## config.mk

```make
export PLATFORM = sky130hd
export DESIGN_NAME = nbr_unit
export DESIGN_NICKNAME = d
export VERILOG_FILES = /design/src/rtl/nbr_pkg.sv /design/src/rtl/nbr_cond_eval.sv /design/src/rtl/nbr_target_gen.sv /design/src/rtl/nbr_limit_chk.sv /design/src/rtl/nbr_unit.sv
export SDC_FILE = /design/constraint.sdc
export NUM_CORES = 1
export LEC_CHECK = 0
export BUFFER_PORTS_ARGS = -buffer_cell sky130_fd_sc_hd__buf_2
export CORE_MARGIN = 5
export CORE_UTILIZATION = 50
export DETAILED_ROUTE_END_ITERATION = 8
export HOLD_SLACK_MARGIN = 0.05
export PLACE_DENSITY = 0.87
export SKIP_LAST_GASP = 1
export SLEW_MARGIN = 0
export SYNTH_ARGS = -nofsm -noshare
export SYNTH_HDL_FRONTEND = slang
export SYNTH_SLANG_ARGS = --single-unit
```

## constraint.sdc

```tcl
create_clock -name clk -period 13.6 [get_ports clk]
set_clock_uncertainty 0.15 [all_clocks]
set_input_delay 2.72 -clock clk [delete_from_list [all_inputs] [get_ports clk]]
set_output_delay 2.72 -clock clk [all_outputs]
set_load 0.01 [all_outputs]
```

## src/rtl/nbr_pkg.sv

```systemverilog
package nbr_pkg;
  typedef struct packed {
    logic ovf;
    logic cry;
    logic zro;
    logic sgn;
    logic par;
  } nbr_flags_t;

  localparam logic [1:0] MOD_REGISTER = 2'b11;

  // even-code condition; bit 0 of the code inverts it
  function automatic logic cond_even(input logic [2:0] sel, input nbr_flags_t f);
    logic lt;
    lt = f.sgn ^ f.ovf;
    case (sel)
      3'd0: cond_even = f.ovf;
      3'd1: cond_even = f.cry;
      3'd2: cond_even = f.zro;
      3'd3: cond_even = f.cry | f.zro;
      3'd4: cond_even = f.sgn;
      3'd5: cond_even = f.par;
      3'd6: cond_even = lt;
      default: cond_even = f.zro | lt;
    endcase
  endfunction
endpackage

```

## src/rtl/nbr_cond_eval.sv

```systemverilog
module nbr_cond_eval
  import nbr_pkg::*;
(
  input  logic [3:0] code_i,
  input  nbr_flags_t flags_i,
  output logic       true_o
);
  logic base_w;
  always_comb begin
    base_w = cond_even(code_i[3:1], flags_i);
    true_o = base_w ^ code_i[0];
  end
endmodule

```

## src/rtl/nbr_target_gen.sv

```systemverilog
module nbr_target_gen
  import nbr_pkg::*;
#(
  parameter int IP_W = 16
) (
  input  logic            is_ind_i,
  input  logic [1:0]      mod_i,
  input  logic [IP_W-1:0] cur_ip_i,
  input  logic [IP_W-1:0] disp_i,
  input  logic [IP_W-1:0] ind_reg_i,
  input  logic [IP_W-1:0] ind_mem_i,
  output logic [IP_W-1:0] target_o
);
  localparam int SUM_W = IP_W + 1;

  function automatic logic [IP_W-1:0] wrap_add(input logic [IP_W-1:0] a,
                                               input logic [IP_W-1:0] b);
    logic [SUM_W-1:0] s;
    s = {1'b0, a} + {b[IP_W-1], b};
    wrap_add = s[IP_W-1:0];
  endfunction

  logic [IP_W-1:0] rel_w;
  logic [IP_W-1:0] ind_w;

  always_comb begin
    rel_w    = wrap_add(cur_ip_i, disp_i);
    ind_w    = (mod_i == MOD_REGISTER) ? ind_reg_i : ind_mem_i;
    target_o = is_ind_i ? ind_w : rel_w;
  end
endmodule

```

## src/rtl/nbr_limit_chk.sv

```systemverilog
module nbr_limit_chk #(
  parameter int IP_W = 16
) (
  input  logic            prot_i,
  input  logic [IP_W-1:0] target_i,
  input  logic [IP_W-1:0] limit_i,
  output logic            over_o
);
  always_comb over_o = prot_i && (target_i > limit_i);
endmodule

```

## src/rtl/nbr_unit.sv

```systemverilog
module nbr_unit
  import nbr_pkg::*;
#(
  parameter int IP_W = 16
) (
  input  logic            clk,
  input  logic            rst_n,
  input  logic            req_valid,
  input  logic [1:0]      req_kind,
  input  logic [3:0]      cond_code,
  input  logic            flag_of,
  input  logic            flag_cf,
  input  logic            flag_zf,
  input  logic            flag_sf,
  input  logic            flag_pf,
  input  logic [IP_W-1:0] cur_ip,
  input  logic [IP_W-1:0] next_ip,
  input  logic [IP_W-1:0] disp,
  input  logic [1:0]      ind_mod,
  input  logic [IP_W-1:0] ind_reg,
  input  logic [IP_W-1:0] ind_mem,
  input  logic            prot_mode,
  input  logic [IP_W-1:0] cs_limit,
  output logic            res_valid,
  output logic [IP_W-1:0] new_ip,
  output logic            taken,
  output logic            gp_fault,
  output logic            flush
);
  nbr_flags_t      flags_w;
  logic            cond_true_w;
  logic            want_w;
  logic            is_ind_w;
  logic [IP_W-1:0] target_w;
  logic            over_w;
  logic            take_w;
  logic            fault_w;
  logic [IP_W-1:0] ip_next_w;

  always_comb begin
    flags_w = '{ovf: flag_of, cry: flag_cf, zro: flag_zf, sgn: flag_sf, par: flag_pf};
    is_ind_w = req_kind[1];
  end

  nbr_cond_eval u_cond (
    .code_i (cond_code),
    .flags_i(flags_w),
    .true_o (cond_true_w)
  );

  nbr_target_gen #(.IP_W(IP_W)) u_tgt (
    .is_ind_i (is_ind_w),
    .mod_i    (ind_mod),
    .cur_ip_i (cur_ip),
    .disp_i   (disp),
    .ind_reg_i(ind_reg),
    .ind_mem_i(ind_mem),
    .target_o (target_w)
  );

  nbr_limit_chk #(.IP_W(IP_W)) u_lim (
    .prot_i  (prot_mode),
    .target_i(target_w),
    .limit_i (cs_limit),
    .over_o  (over_w)
  );

  always_comb begin
    want_w  = (req_kind != 2'd0) || cond_true_w;
    fault_w = want_w && over_w;
    take_w  = want_w && !over_w;
    if (fault_w)     ip_next_w = cur_ip;
    else if (take_w) ip_next_w = target_w;
    else             ip_next_w = next_ip;
  end

  always_ff @(posedge clk) begin
    if (!rst_n) begin
      res_valid <= 1'b0;
      new_ip    <= '0;
      taken     <= 1'b0;
      gp_fault  <= 1'b0;
      flush     <= 1'b0;
    end else begin
      res_valid <= req_valid;
      taken     <= req_valid && take_w;
      gp_fault  <= req_valid && fault_w;
      flush     <= req_valid && take_w;
      if (req_valid) new_ip <= ip_next_w;
    end
  end

  a_r10_exclusive: assert property (@(posedge clk) disable iff (!rst_n)
    !(taken && gp_fault));
  a_r10_latency: assert property (@(posedge clk) disable iff (!rst_n)
    req_valid |=> res_valid);
  a_r8_flush_taken: assert property (@(posedge clk) disable iff (!rst_n)
    taken |-> flush);
  a_r11_hold: assert property (@(posedge clk) disable iff (!rst_n)
    !res_valid |-> (!taken && !flush && !gp_fault));
  a_r7_real_no_fault: assert property (@(posedge clk) disable iff (!rst_n)
    (req_valid && !prot_mode) |=> !gp_fault);
  a_r6_fault_holds_ip: assert property (@(posedge clk) disable iff (!rst_n)
    (req_valid && fault_w) |=> (new_ip == $past(cur_ip)));
  a_r9_fallthrough: assert property (@(posedge clk) disable iff (!rst_n)
    (req_valid && req_kind == 2'd0 && !cond_true_w) |=> (new_ip == $past(next_ip) && !taken && !gp_fault));
endmodule

```

==> metrics <==
status=finished, final reports clean; power per cell area=72.6 nW/um^2; global-route wire length before repair=13100 um; number of diodes=0; DRC Markers=0; Yosys warnings=0; Max Fclk=144 MHz; Core Region=5070 sq um; Placed Area=3240 sq um; largest net degree at the start of global routing=37; Non-Filler Instances=525; Worst path top cell family by delay=compound AO/OA/AOI/OAI gates; Post-Syn Nets=478; proportion of layout cells with a drive suffix above 1=34.7%; Final setup viols=0; CTS-repair resized insts=0; total power=0.239 mW; drt via density=5.74; Startpoint Class=input port; WL per Instance=16.1 um; top_reg_cell synth=dfxtp_1; Post-DP HPWL=6980 um; Synth top area share=15.0%; TritonRoute pass-1 iters=4; Max IR drop VDD=0.0000718 V; Post-synth EDFFs=0; Synth Cell Area=2580 sq um; cell total after placement=521; CTS Hold Bufs=0; clock slew at reported path FFs=80 ps; synthesis-to-layout area growth=27.5%; Top-Level Pins=133; total grt overflow=0; htree depth=1; CTS tree=built; Setup WS pre-CTS=6400 ps; # port buffers=132; vias=3016; GRT Total Usage=24.7%; Yosys cell types=59; Crit path largest cell delay=620 ps; initial antenna violation count=0; LEAKAGE=1.65 nW; Slew Limit Headroom=50.6%; Die H=81.9 um; grt met1 use=28.4%; hold violation count in the final report=0; drt total wl=8470 um; max-slew violations=0; CTS Buf Count=3; minimum clock period=6960 ps; Worst path slowest cell=o31ai_1; Post-Synthesis Cells=333; row count=26; Worst Path Required=13610 ps; top cells by area, synth=ha_1 (15%), dfxtp_1 (15%), a21oi_1 (5.4%); post-route ant nets=0; first-iteration detailed-routing DRC count=164; part of the Yosys area used for sequential elements=14.7%; final worst-path cycle share=51.2%; layout net count=601; Syn Area/Cell=7.75 sq um; fillers=465; Post-CTS Setup Bufs=0; Final Util=64.8%; clk sink count=19; post-route setup slack=6640 ps; Final Cell Area=3290 sq um; Initial Util=50.9%; RD Place Congestion=0.932; Setup TNS=0 ps; GRT met2 Usage=45.5%; die area=6700 sq um; Hold Slack=347 ps; vias in the first global route=3002; worst-path cell chain=buf_2 > ha_1 > fa_1 > a211oi_1 > o21a_1 > o31ai_2 > a311oi_1 > xnor2_1 > o21a_1 > ha_1 > nand3_1 > or3_1 > o31ai_1 > nor3_4 > a221o_1 > o221a_2; worst slew pin tran=726 ps; worst-path maximum fanout=16; critical path capture point type=register; Clock Tree Root=clkbuf_8; GR Layer Usage met3=4.50%; WS Path Type=input port to register; #FFs+latches synth=19; maxcap violations=0; FFs w/ async S/R, synth=0%; RSZ-0062 raised after global routing=false; Longest Clk Path Bufs=2; Skew-Pair Late Insertion Delay=260 ps; leading area contributor after synthesis=ha_1; Hold/Removal Path Class=register to register; gr busiest metal=met2; CP Data Arrival Time=6960 ps; CP Buf/Inv Count=1; die width=81.9 um
[cell families after synthesis]
| family | Yosys count | share of synthesized area (%) |
|---|---|---|
| buffers and inverters | 41 | 7.22 |
| XOR/XNOR | 14 | 4.75 |
| AND/OR/NAND/NOR | 98 | 18.3 |
| adder cells (fa/ha/maj) | 32 | 15.8 |
| AO/OA/AOI/OAI | 115 | 32.9 |
| flip-flops | 19 | 14.7 |
| multiplexers | 14 | 6.30 |
[routing by layer]
layer	up-vias	share of wire, %	wire length, um
li1	1491	-	-
met2	117	51	4360
met3	16	6.9	583
met5	-	0	0
met1	1392	40	3350
met4	0	2.1	182
[final cells by class]
class | instances | area [sq um] | area share (%)
clock buffer | 3 | 41.3 | 1.25
multi-input combinational | 273 | 2010 | 61.2
timing repair buffer | 132 | 661 | 20.1
tap | 70 | 87.6 | 2.66
clock inverter | 1 | 5.00 | 0.152
inverter | 27 | 101 | 3.08
sequential | 19 | 380 | 11.6
[cells in the mapped netlist, types with 4 or more instances]
| cell type | n |
|---|---|
| ha_1 | 31 |
| nor2_1 | 17 |
| dfxtp_1 | 19 |
| xnor2_1 | 7 |
| a21oi_1 | 28 |
| o21a_1 | 7 |
| a221oi_1 | 12 |
| nand2_1 | 35 |
| mux2i_1 | 8 |
| mux2_2 | 4 |
| nor3_1 | 5 |
| xor2_1 | 7 |
| o21ai_0 | 25 |
| nand3_1 | 16 |
| a41oi_2 | 5 |
| clkbuf_1 | 8 |
| or3_1 | 6 |
| a21o_1 | 5 |
| inv_1 | 26 |
[where the power goes]
part           leakage (nW)  switching, mW  internal [mW]  total (mW)
combinational          1.47         0.0755         0.0586       0.134
clock                0.0255         0.0203         0.0204      0.0407
sequential            0.158        0.00271         0.0614      0.0641
[cell usage in the layout (no fill, tap or decap), drive strengths merged, types with 3 or more instances in the layout]
cell,instances
ha,31
inv,26
nand2,38
a21o,5
o211ai,4
a21oi,28
mux2i,9
clkbuf,3
xor2,7
a211oi,3
a22o,3
nand3,16
o21a,7
mux2,5
nor3,6
dfxtp,19
nand2b,3
o31ai,3
o311a,3
buf,132
nor2,17
xnor2,7
a311oi,3
o21ai,25
a41oi,5
a221oi,13
or3,6
[worst paths after layout]
| path | startpoint | end | slack, ps | cells past startpoint |
|---|---|---|---|---|
| worst min-delay path | new_ip[0] | new_ip[0] | 350 | 1 |
| worst max register to register | new_ip[8] | new_ip[8] | 12730 | 2 |
| worst max-delay path | cur_ip[0] | new_ip[10] | 6640 | 16 |
| worst min register to register | new_ip[0] | new_ip[0] | 350 | 1 |
[registers in the layout, summed over array words and instances, names as in the netlist]
name,cells
res_valid,1
flush,1
new_ip,16
gp_fault,1
(Power assumes the default switching activity.)
